--- config.mk ---
export PLATFORM = sky130hd
export DESIGN_NAME = exc_entry_ctrl
export DESIGN_NICKNAME = d
export VERILOG_FILES = /design/src/rtl/exc_entry_pkg.sv /design/src/rtl/exc_arbiter.sv /design/src/rtl/exc_target_calc.sv /design/src/rtl/exc_sreg_update.sv /design/src/rtl/exc_entry_ctrl.sv
export SDC_FILE = /design/constraint.sdc
export NUM_CORES = 1
export LEC_CHECK = 0
export BUFFER_PORTS_ARGS = -buffer_cell sky130_fd_sc_hd__buf_2
export CAP_MARGIN = 30
export CORE_UTILIZATION = 35
export CTS_CLUSTER_DIAMETER = 80
export DETAILED_ROUTE_END_ITERATION = 6
export SETUP_SLACK_MARGIN = 0.05
export SLEW_MARGIN = 25
export SYNTH_ARGS = -nofsm -noshare
export SYNTH_HDL_FRONTEND = slang
export SYNTH_SLANG_ARGS = --single-unit
--- constraint.sdc ---
create_clock -name clk -period 13 [get_ports clk]
set_input_delay 2.6 -clock clk [delete_from_list [all_inputs] [get_ports clk]]
set_output_delay 2.6 -clock clk [all_outputs]
set_load 0.03 [all_outputs]
--- src/rtl/exc_entry_pkg.sv ---
package exc_entry_pkg;

  localparam int SRW = 32;

  localparam int MSR_IE  = 1;
  localparam int MSR_BIP = 3;
  localparam int MSR_EIP = 9;
  localparam int MSR_UM  = 11;
  localparam int MSR_UMS = 12;
  localparam int MSR_VM  = 13;
  localparam int MSR_VMS = 14;

  localparam int ESR_STORE = 10;
  localparam int ESR_DS    = 12;

  localparam logic [1:0] ACC_LOAD  = 2'd0;
  localparam logic [1:0] ACC_STORE = 2'd1;
  localparam logic [1:0] ACC_FETCH = 2'd2;

  typedef enum logic [2:0] {
    EV_NONE  = 3'd0,
    EV_HWEXC = 3'd1,
    EV_MMU   = 3'd2,
    EV_IRQ   = 3'd3,
    EV_SWBRK = 3'd4,
    EV_HWBRK = 3'd5
  } ev_e;

  // Push the two mode bits into their shadow positions and drop them.
  function automatic logic [SRW-1:0] stack_modes(input logic [SRW-1:0] m);
    logic [SRW-1:0] r;
    r          = m;
    r[MSR_VMS] = m[MSR_VM];
    r[MSR_UMS] = m[MSR_UM];
    r[MSR_VM]  = 1'b0;
    r[MSR_UM]  = 1'b0;
    return r;
  endfunction

  // Fault code: base 16, +2 for a miss, +1 for an instruction fetch.
  function automatic logic [4:0] fault_code(input logic miss, input logic [1:0] acc);
    return 5'd16 + {3'b000, miss, 1'b0} + {4'b0000, (acc == ACC_FETCH)};
  endfunction

  function automatic logic is_exc(input ev_e e);
    return (e == EV_HWEXC) || (e == EV_MMU);
  endfunction

endpackage

--- src/rtl/exc_arbiter.sv ---
module exc_arbiter
  import exc_entry_pkg::*;
(
  input  logic clk,
  input  logic rst_n,
  input  logic exc_en,
  input  logic req_hw_exc,
  input  logic req_mmu,
  input  logic req_irq,
  input  logic req_sw_brk,
  input  logic req_hw_brk,
  input  logic irq_ie,
  input  logic irq_eip,
  input  logic irq_bip,
  input  logic in_dslot,
  output ev_e  ev
);

  logic irq_ok;
  logic hwexc_ok;

  assign irq_ok   = irq_ie & ~irq_eip & ~irq_bip & ~in_dslot;
  assign hwexc_ok = req_hw_exc & exc_en;

  always_comb begin
    if (req_hw_brk)            ev = EV_HWBRK;
    else if (req_mmu)          ev = EV_MMU;
    else if (hwexc_ok)         ev = EV_HWEXC;
    else if (req_sw_brk)       ev = EV_SWBRK;
    else if (req_irq && irq_ok) ev = EV_IRQ;
    else                       ev = EV_NONE;
  end

  a_r1_hwbrk_wins: assert property (@(posedge clk) disable iff (!rst_n)
    req_hw_brk |-> (ev == EV_HWBRK));

  a_r7_irq_gated: assert property (@(posedge clk) disable iff (!rst_n)
    (ev == EV_IRQ) |-> (req_irq && irq_ie && !irq_eip && !irq_bip && !in_dslot));

  a_r2_hwexc_masked: assert property (@(posedge clk) disable iff (!rst_n)
    !exc_en |-> (ev != EV_HWEXC));

endmodule

--- src/rtl/exc_target_calc.sv ---
module exc_target_calc
  import exc_entry_pkg::*;
#(
  parameter int AW  = 32,
  parameter int RIW = 5,
  parameter logic [AW-1:0]  VEC_EXC   = 'h20,
  parameter logic [AW-1:0]  VEC_IRQ   = 'h10,
  parameter logic [AW-1:0]  VEC_HWBRK = 'h18,
  parameter logic [RIW-1:0] LNK_EXC   = 'd17,
  parameter logic [RIW-1:0] LNK_IRQ   = 'd14,
  parameter logic [RIW-1:0] LNK_BRK   = 'd16
) (
  input  logic           clk,
  input  logic           rst_n,
  input  ev_e            ev,
  input  logic [AW-1:0]  pc_in,
  input  logic [AW-1:0]  btarget_in,
  input  logic           in_dslot,
  input  logic           imm_pend,
  input  logic           br_had_imm,
  output logic [AW-1:0]  nxt_pc,
  output logic           lwe,
  output logic [RIW-1:0] lidx,
  output logic [AW-1:0]  lval
);

  // Number of instruction words to step back for a re-executed fault.
  function automatic logic [1:0] rewind_words(input logic ds, input logic imm, input logic bimm);
    if (ds)       return bimm ? 2'd2 : 2'd1;
    else if (imm) return 2'd1;
    else          return 2'd0;
  endfunction

  logic [AW-1:0] mmu_link;
  logic [AW-1:0] seq_link;

  assign mmu_link = pc_in - {{(AW-4){1'b0}}, rewind_words(in_dslot, imm_pend, br_had_imm), 2'b00};
  assign seq_link = pc_in + {{(AW-3){1'b0}}, 3'd4};

  always_comb begin
    nxt_pc = pc_in;
    lwe    = 1'b0;
    lidx   = '0;
    lval   = '0;
    case (ev)
      EV_HWEXC: begin nxt_pc = VEC_EXC;   lwe = 1'b1; lidx = LNK_EXC; lval = seq_link; end
      EV_MMU:   begin nxt_pc = VEC_EXC;   lwe = 1'b1; lidx = LNK_EXC; lval = mmu_link; end
      EV_IRQ:   begin nxt_pc = VEC_IRQ;   lwe = 1'b1; lidx = LNK_IRQ; lval = pc_in;    end
      EV_HWBRK: begin nxt_pc = VEC_HWBRK; lwe = 1'b1; lidx = LNK_BRK; lval = pc_in;    end
      EV_SWBRK: begin nxt_pc = btarget_in; end
      default: ;
    endcase
  end

  a_r3_rewind_bounded: assert property (@(posedge clk) disable iff (!rst_n)
    (ev == EV_MMU) |-> ((pc_in - lval) <= AW'(8)));

  a_r8_swbrk_nolink: assert property (@(posedge clk) disable iff (!rst_n)
    (ev == EV_SWBRK) |-> !lwe);

endmodule

--- src/rtl/exc_sreg_update.sv ---
module exc_sreg_update
  import exc_entry_pkg::*;
#(
  parameter int AW = 32
) (
  input  logic           clk,
  input  logic           rst_n,
  input  ev_e            ev,
  input  logic [SRW-1:0] msr_in,
  input  logic [SRW-1:0] esr_in,
  input  logic [AW-1:0]  ear_in,
  input  logic [AW-1:0]  btr_in,
  input  logic [AW-1:0]  btarget_in,
  input  logic           in_dslot,
  input  logic           flt_miss,
  input  logic [1:0]     flt_acc,
  input  logic [AW-1:0]  flt_addr,
  output logic [SRW-1:0] msr_n,
  output logic [SRW-1:0] esr_n,
  output logic [AW-1:0]  ear_n,
  output logic [AW-1:0]  btr_n
);

  always_comb begin
    msr_n = stack_modes(msr_in);
    esr_n = esr_in;
    ear_n = ear_in;
    btr_n = btr_in;
    case (ev)
      EV_HWEXC: msr_n[MSR_EIP] = 1'b1;
      EV_MMU: begin
        msr_n[MSR_EIP]   = 1'b1;
        esr_n            = '0;
        esr_n[4:0]       = fault_code(flt_miss, flt_acc);
        esr_n[ESR_STORE] = (flt_acc == ACC_STORE);
        ear_n            = flt_addr;
      end
      EV_IRQ:             msr_n[MSR_IE]  = 1'b0;
      EV_SWBRK, EV_HWBRK: msr_n[MSR_BIP] = 1'b1;
      default: ;
    endcase
    if (is_exc(ev)) begin
      esr_n[ESR_DS] = in_dslot;
      if (in_dslot) btr_n = btarget_in;
    end
  end

  a_r4_code_range: assert property (@(posedge clk) disable iff (!rst_n)
    (ev == EV_MMU) |-> (esr_n[4:0] >= 5'd16 && esr_n[4:0] <= 5'd19));

  a_r5_btr_kept: assert property (@(posedge clk) disable iff (!rst_n)
    (!in_dslot || !is_exc(ev)) |-> (btr_n == btr_in));

  a_r6_modes_cleared: assert property (@(posedge clk) disable iff (!rst_n)
    (ev != EV_NONE) |-> (!msr_n[MSR_VM] && !msr_n[MSR_UM]));

endmodule

--- src/rtl/exc_entry_ctrl.sv ---
module exc_entry_ctrl
  import exc_entry_pkg::*;
#(
  parameter int AW  = 32,
  parameter int RIW = 5,
  parameter logic [AW-1:0] VEC_EXC   = 'h20,
  parameter logic [AW-1:0] VEC_IRQ   = 'h10,
  parameter logic [AW-1:0] VEC_HWBRK = 'h18
) (
  input  logic            clk,
  input  logic            rst_n,
  input  logic            exc_en,
  input  logic            req_hw_exc,
  input  logic            req_mmu,
  input  logic            req_irq,
  input  logic            req_sw_brk,
  input  logic            req_hw_brk,
  input  logic            fault_clear,
  input  logic [AW-1:0]   pc_in,
  input  logic [AW-1:0]   btarget_in,
  input  logic            in_dslot,
  input  logic            imm_pend,
  input  logic            br_had_imm,
  input  logic            flt_miss,
  input  logic [1:0]      flt_acc,
  input  logic [AW-1:0]   flt_addr,
  input  logic [31:0]     msr_in,
  input  logic [31:0]     esr_in,
  input  logic [AW-1:0]   ear_in,
  input  logic [AW-1:0]   btr_in,
  output logic            done,
  output logic            state_clr,
  output logic            fatal_err,
  output logic [AW-1:0]   pc_out,
  output logic            link_we,
  output logic [RIW-1:0]  link_idx,
  output logic [AW-1:0]   link_val,
  output logic [31:0]     msr_out,
  output logic [31:0]     esr_out,
  output logic [AW-1:0]   ear_out,
  output logic [AW-1:0]   btr_out
);

  ev_e            ev;
  logic [AW-1:0]  nxt_pc;
  logic           lwe;
  logic [RIW-1:0] lidx;
  logic [AW-1:0]  lval;
  logic [SRW-1:0] msr_n, esr_n;
  logic [AW-1:0]  ear_n, btr_n;
  logic           mmu_active;
  logic           recursive_hit;
  logic           enter;

  exc_arbiter u_arb (
    .clk(clk), .rst_n(rst_n), .exc_en(exc_en),
    .req_hw_exc(req_hw_exc), .req_mmu(req_mmu), .req_irq(req_irq),
    .req_sw_brk(req_sw_brk), .req_hw_brk(req_hw_brk),
    .irq_ie(msr_in[MSR_IE]), .irq_eip(msr_in[MSR_EIP]), .irq_bip(msr_in[MSR_BIP]),
    .in_dslot(in_dslot), .ev(ev)
  );

  exc_target_calc #(
    .AW(AW), .RIW(RIW), .VEC_EXC(VEC_EXC), .VEC_IRQ(VEC_IRQ), .VEC_HWBRK(VEC_HWBRK)
  ) u_tgt (
    .clk(clk), .rst_n(rst_n), .ev(ev), .pc_in(pc_in), .btarget_in(btarget_in),
    .in_dslot(in_dslot), .imm_pend(imm_pend), .br_had_imm(br_had_imm),
    .nxt_pc(nxt_pc), .lwe(lwe), .lidx(lidx), .lval(lval)
  );

  exc_sreg_update #(.AW(AW)) u_sreg (
    .clk(clk), .rst_n(rst_n), .ev(ev), .msr_in(msr_in), .esr_in(esr_in),
    .ear_in(ear_in), .btr_in(btr_in), .btarget_in(btarget_in), .in_dslot(in_dslot),
    .flt_miss(flt_miss), .flt_acc(flt_acc), .flt_addr(flt_addr),
    .msr_n(msr_n), .esr_n(esr_n), .ear_n(ear_n), .btr_n(btr_n)
  );

  // Named events for the assertions below.
  assign recursive_hit = (ev == EV_MMU) && mmu_active;
  assign enter         = (ev != EV_NONE) && !recursive_hit;

  always_ff @(posedge clk) begin
    if (!rst_n) begin
      done       <= 1'b0;
      state_clr  <= 1'b0;
      fatal_err  <= 1'b0;
      link_we    <= 1'b0;
      mmu_active <= 1'b0;
      pc_out     <= '0;
      link_idx   <= '0;
      link_val   <= '0;
      msr_out    <= '0;
      esr_out    <= '0;
      ear_out    <= '0;
      btr_out    <= '0;
    end else begin
      done      <= enter;
      state_clr <= enter;
      fatal_err <= recursive_hit;
      link_we   <= enter && lwe;
      if (enter && ev == EV_MMU) mmu_active <= 1'b1;
      else if (fault_clear)      mmu_active <= 1'b0;
      if (enter) begin
        pc_out  <= nxt_pc;
        msr_out <= msr_n;
        esr_out <= esr_n;
        ear_out <= ear_n;
        btr_out <= btr_n;
        if (lwe) begin
          link_idx <= lidx;
          link_val <= lval;
        end
      end
    end
  end

  a_r6_shadow_copy: assert property (@(posedge clk) disable iff (!rst_n)
    done |-> (msr_out[MSR_VMS] == $past(msr_in[MSR_VM]) &&
              msr_out[MSR_UMS] == $past(msr_in[MSR_UM])));

  a_r10_recursive: assert property (@(posedge clk) disable iff (!rst_n)
    recursive_hit |=> (fatal_err && !done));

  a_r9_hold_pc: assert property (@(posedge clk) disable iff (!rst_n)
    !done |-> (pc_out == $past(pc_out)));

  a_r9_clear_with_done: assert property (@(posedge clk) disable iff (!rst_n)
    (done != state_clr) |-> 1'b0);

endmodule

Word level (Yosys, flattened, before mapping)
Cells that the tools add are included.
{"block": "classes", "add_sub_neg": 4, "bitwise_logic": 7, "n_reduce_logical": 14, "n_eq_ne": 7, "mux": 22}
{"cell": "$mux 32", "count": 4}
{"cell": "$pmux 32 s4", "count": 1}
{"cell": "$pmux 32 s3", "count": 1}
{"cell": "$add 32x3->32 const B", "count": 1}
{"cell": "$sub 32x4->32", "count": 1}
{"cell": "$pmux 5 s3", "count": 1}
{"cell": "$mux 3", "count": 4}
{"cell": "$mux 1", "count": 8}
{"cell": "$eq 3x2->1 const B", "count": 2}
{"cell": "$eq 3x3->1 const B", "count": 2}
{"cell": "$mux 2", "count": 3}
{"cell": "$reduce_or 2->1", "count": 3}
{"cell": "$add 5x1->5", "count": 1}
{"cell": "$add 5x2->5 const A", "count": 1}
{"cell": "$logic_and 1x1->1", "count": 5}
{"cell": "$and 1x1->1", "count": 4}
{"cell": "$reduce_or 4->1", "count": 1}
{"cell": "$eq 3x1->1 const B", "count": 1}
{"cell": "$not 1->1", "count": 3}
{"cell": "$reduce_bool 3->1", "count": 1}
{"cell": "$eq 2x1->1 const B", "count": 1}
{"cell": "$eq 2x2->1 const B", "count": 1}
{"cell": "$reduce_and 2->1", "count": 1}
{"cell": "$reduce_bool 2->1", "count": 1}
{"cell": "other kinds (2)", "count": 2}
{"block": "totals", "reg_bits": 199}

Logic depth before layout (Yosys ltp)
{"block": "depth", "word_depth": 16, "mapped_depth": 13, "mapped_depth_nobuf": 12}

By module
Synthesis repeated with hierarchy kept, for this count alone.
{"block": "unflattened", "hier_cells": 1432, "hier_area_um2": 11806.3}
{"module": "exc_entry_ctrl", "seq_area_each_um2": 4023.9, "cells_per_inst": 906, "instances": 1, "area_per_inst_um2": 8070.2}
{"module": "exc_target_calc", "seq_area_each_um2": 0.0, "cells_per_inst": 367, "instances": 1, "area_per_inst_um2": 2362.3}
{"module": "exc_sreg_update", "seq_area_each_um2": 0.0, "cells_per_inst": 149, "instances": 1, "area_per_inst_um2": 1308.8}
{"module": "exc_arbiter", "seq_area_each_um2": 0.0, "cells_per_inst": 10, "instances": 1, "area_per_inst_um2": 65.1}

Worst setup path after synthesis
OpenSTA, ideal clock, no wires.
{"block": "synth_path", "path_kind": "input-to-reg", "start": "in req_hw_brk", "end": "reg link_val[28]", "cell_stages": 13, "setup_time_ns": 0.120, "arrival_time_ns": 5.754, "path_buffers": 1, "slack_ns": 7.126, "path_cell_list": "nand2b_1 > inv_1 > clkbuf_1 > nand2_1 > ha_1 > fa_1 > nand2b_1 > a21oi_1 > o31ai_1 > a211o_1 > a2111oi_2 > mux2i_1 > nand2_1"}
{"block": "synth_via", "elab_chain_cells": 6, "elab_cells_between_ends": 14}
{"item": "start: declaration", "line": "exc_entry_ctrl.sv:17", "source": "input logic req_hw_brk,"}
{"item": "$mux 3 (*)", "line": "exc_arbiter.sv:26", "source": "if (req_hw_brk) ev = EV_HWBRK;"}
{"item": "branches (longest 5 deep; another with $reduce_or 4->1)"}
{"item": "end signal: assignment", "line": "exc_entry_ctrl.sv:111", "source": "link_val <= lval;"}
{"item": "end: declaration", "line": "exc_entry_ctrl.sv:37", "source": "output logic [AW-1:0] link_val,"}
Mark *: on every way between the ends.
A chain may end at the register's enable or synchronous reset.

Worst setup path in the final report
{"block": "layout_path", "start": "in req_hw_brk", "end": "reg link_val[22]"}
The elaborated chain is that of the path after synthesis.

==> flow_metrics.env <==
export IMPL_outcome="complete, no violations"
export IMPL_syn_area_per_cell_um2=8.689
export IMPL_drv_cap=0
export IMPL_drv_slew=0
export IMPL_gr_total_overflow=0
export IMPL_hpwl_um=24750
export IMPL_min_period_ps=6122
export IMPL_worstSetupPathType="input port to flop"
export IMPL_die_x_um=169.3
export IMPL_period_share_pct=47.09
export IMPL_multi_input_area_mm2=0.005413
export IMPL_ctsResizeCount=0
export IMPL_design_area_mm2=0.01285
export IMPL_ys_seq_elements=197
export IMPL_place_area_mm2=0.01213
export IMPL_cts_sinks=197
export IMPL_drive_gt1_share_pct=32.78
export IMPL_p_leak_nw=6.559
export IMPL_end_kind="flop"
export IMPL_post_cts_setup_buffers=0
export IMPL_max_freq_mhz=163.3
export IMPL_ioPinCount=440
export IMPL_grt_pass1_vias=8511
export IMPL_gp_congestion=0.8985
export IMPL_worst_pin_slew_ps=774.5
export IMPL_core_mm2=0.02718
export IMPL_cts_root_buf="clkbuf_16"
export IMPL_synth_most_common_cell="nand2_1"
export IMPL_cts_tree="done"
export IMPL_synth_edf_count=0
export IMPL_postRouteWirelength_um=34030
export IMPL_syn_to_final_growth_pct=31.16
export IMPL_dr_first_iter_drc_count=629
export IMPL_clk_path_buf_depth=2
export IMPL_postCtsHoldBufs=0
export IMPL_grt_pass1_wl_um=50400
export IMPL_finClkSkew_ps=16.90
export IMPL_relSlewSlack_pct=48.37
export IMPL_yosysTopAreaCellShare_pct=40.24
export IMPL_worst_endpoint_arrival_ps=6490
export IMPL_hp_class="flop to flop"
export IMPL_n_fill_cell=2729
export IMPL_yosysUniqueCellTypes=72
export IMPL_clkTransAtPathRegs_ps=90
export IMPL_async_flop_share_pct=0
export IMPL_rsz0062_at_grt="no"
export IMPL_insertion_delay_ps=440
export IMPL_design_die_area_mm2=0.02867
export IMPL_drc_errors=0
export IMPL_wl_per_cell_um=18.02
export IMPL_synthTopCellsByArea="dfxtp_1 (40%), nand2_1 (8.1%), o211a_1 (7.0%)"
export IMPL_synth_area_mm2=0.009801
export IMPL_die_h_um=169.3
export IMPL_globalRouteTotalUtil_pct=22.69
export IMPL_synth_main_ff_cell="dfxtp_1"
export IMPL_utilization_pct=47.30
export IMPL_synth_warnings=0
export IMPL_grt_start_max_net_pins=109
export IMPL_ys_seq_area_share_pct=40.24
export IMPL_p_per_area_mw_per_mm2=125.1
export IMPL_cp_required_ps=13370
export IMPL_start_util_pct=36.06
export IMPL_io_buffers=435
export IMPL_irDropWorstVdd_mv=0.08250
export IMPL_finalNetCount=1769
export IMPL_rows=60
export IMPL_vias=9712
export IMPL_drtAntennaViolNets=0
export IMPL_grt_antenna_before_repair=4
export IMPL_h_tree_depth=4
export IMPL_regArea_mm2=0.003944
export IMPL_tns_ps=0
export IMPL_firstDrtPassIters=6
export IMPL_finalSetupViolations=0
export IMPL_cts_buffers=17
export IMPL_critPathLaunchType="input port"
export IMPL_synth_largest_area_cell="dfxtp_1"
export IMPL_synth_commonest_cells="nand2_1 (211), dfxtp_1 (197), nor2b_1 (70)"
export IMPL_synth_cells=1128
export IMPL_vias_per_cell=5.144
export IMPL_path_max_fanout=64
export IMPL_finalHoldViolCount=0
## area by class of cell
| type | instances | share of cell area (%) |
|---|---|---|
| multi-input combinational | 821 | 42.11 |
| clock buffer | 17 | 3.309 |
| sequential | 197 | 30.68 |
| inverter | 15 | 0.4380 |
| tap | 372 | 3.621 |
| clock inverter | 15 | 1.606 |
| timing repair buffer | 448 | 18.18 |
| antenna | 3 | 0.05840 |
## metrics by stage
| stage | hold slack, ps | instances | worst slack [ps] | total power, W |
|---|---|---|---|---|
| floorplan | 496.8 | 1129 | 7126 | 0.0009260 |
| global placement | 429.0 | 1849 | 6512 | 0.001051 |
| detailed placement | 437.6 | 1849 | 6531 | 0.001054 |
| CTS | 450.6 | 1881 | 6931 | 0.001626 |
| global route | 463.6 | 1888 | 6555 | 0.001684 |
| finish | 444.1 | 1888 | 6878 | 0.001608 |
## cells in the final DEF, fill, tap and decap left out, types with 3 or more instances in the layout
master and n:
nand2_1 211, dfxtp_1 197, buf_4 9, inv_12 4, clkinv_8 4, or3_1 4, o211a_1 69, nand2b_1 7
nor3_1 6, a21oi_1 37, o21ai_0 34, o21a_1 5, a22oi_1 61, ha_1 29, xnor2_1 12, xor2_1 6
buf_2 434, o211ai_1 3, nor3b_1 7, mux2i_1 38, a21o_1 12, clkbuf_16 17, nand4_1 12, nor2_1 27
and3_1 4, a22o_1 23, nand3_1 41, nor2b_1 70, a31oi_1 3, a211oi_1 4, a21boi_0 31, inv_6 3
o21bai_1 3, diode_2 3, a21boi_1 3, a222oi_1 4, inv_1 14, and2_1 3, o31ai_1 3
## report_power, final
| group | switching, W | internal [W] | total, W |
|---|---|---|---|
| clock | 0.000295 | 0.000271 | 0.000565 |
| combinational | 0.000239 | 0.000137 | 0.000376 |
| sequential | 0.0000207 | 0.000645 | 0.000666 |
| total | 0.000555 | 0.00105 | 0.00161 |
## flip-flops by register name, indices dropped and copies added, names as in the netlist
register,cells
link_we,1
msr_out,30
esr_out,32
mmu_active,1
fatal_err,1
link_idx,3
pc_out,32
link_val,32
state_clr,1
ear_out,32
btr_out,32
## logic make-up after synthesis
kind of cell             share of synthesized area, %
flip-flops                                      40.24
XOR/XNOR                                        1.609
AO/OA/AOI/OAI                                   25.90
adder cells (fa/ha/maj)                         3.907
other                                         0.03826
AND/OR/NAND/NOR                                 19.46
buffers and inverters                           4.851
multiplexers                                    3.996
## layer usage
metal,share of wire (%),up-vias,track usage [%]
li1,-,4783,-
met1,44,4552,29.17
met2,49,347,38.31
met3,6.4,28,4.757
met4,1.3,2,6.189
met5,0.038,-,0
## path summary, 6_finish.rpt
path | from | end | slack [ps] | depth (start not counted)
setup / recovery | req_hw_brk | link_val[22] | 6880 | 15
hold reg to reg | link_idx[4] | link_idx[4] | 440 | 2
hold / removal | link_idx[4] | link_idx[4] | 440 | 2
setup reg to reg | mmu_active | link_val[26] | 10430 | 6
## worst max-delay path, stage by stage
cell and delay (ps):
buf_2 220, nand2b_1 190, buf_4 250, inv_2 80, buf_4 580, nand2_1 120
ha_1 250, fa_1 400, nand2b_1 180, a21oi_1 220, o31ai_1 170, a21oi_1 400
a21boi_0 350, xor2_1 230, o21ai_0 170
Note: power is estimated with default switching activity, not from simulation.
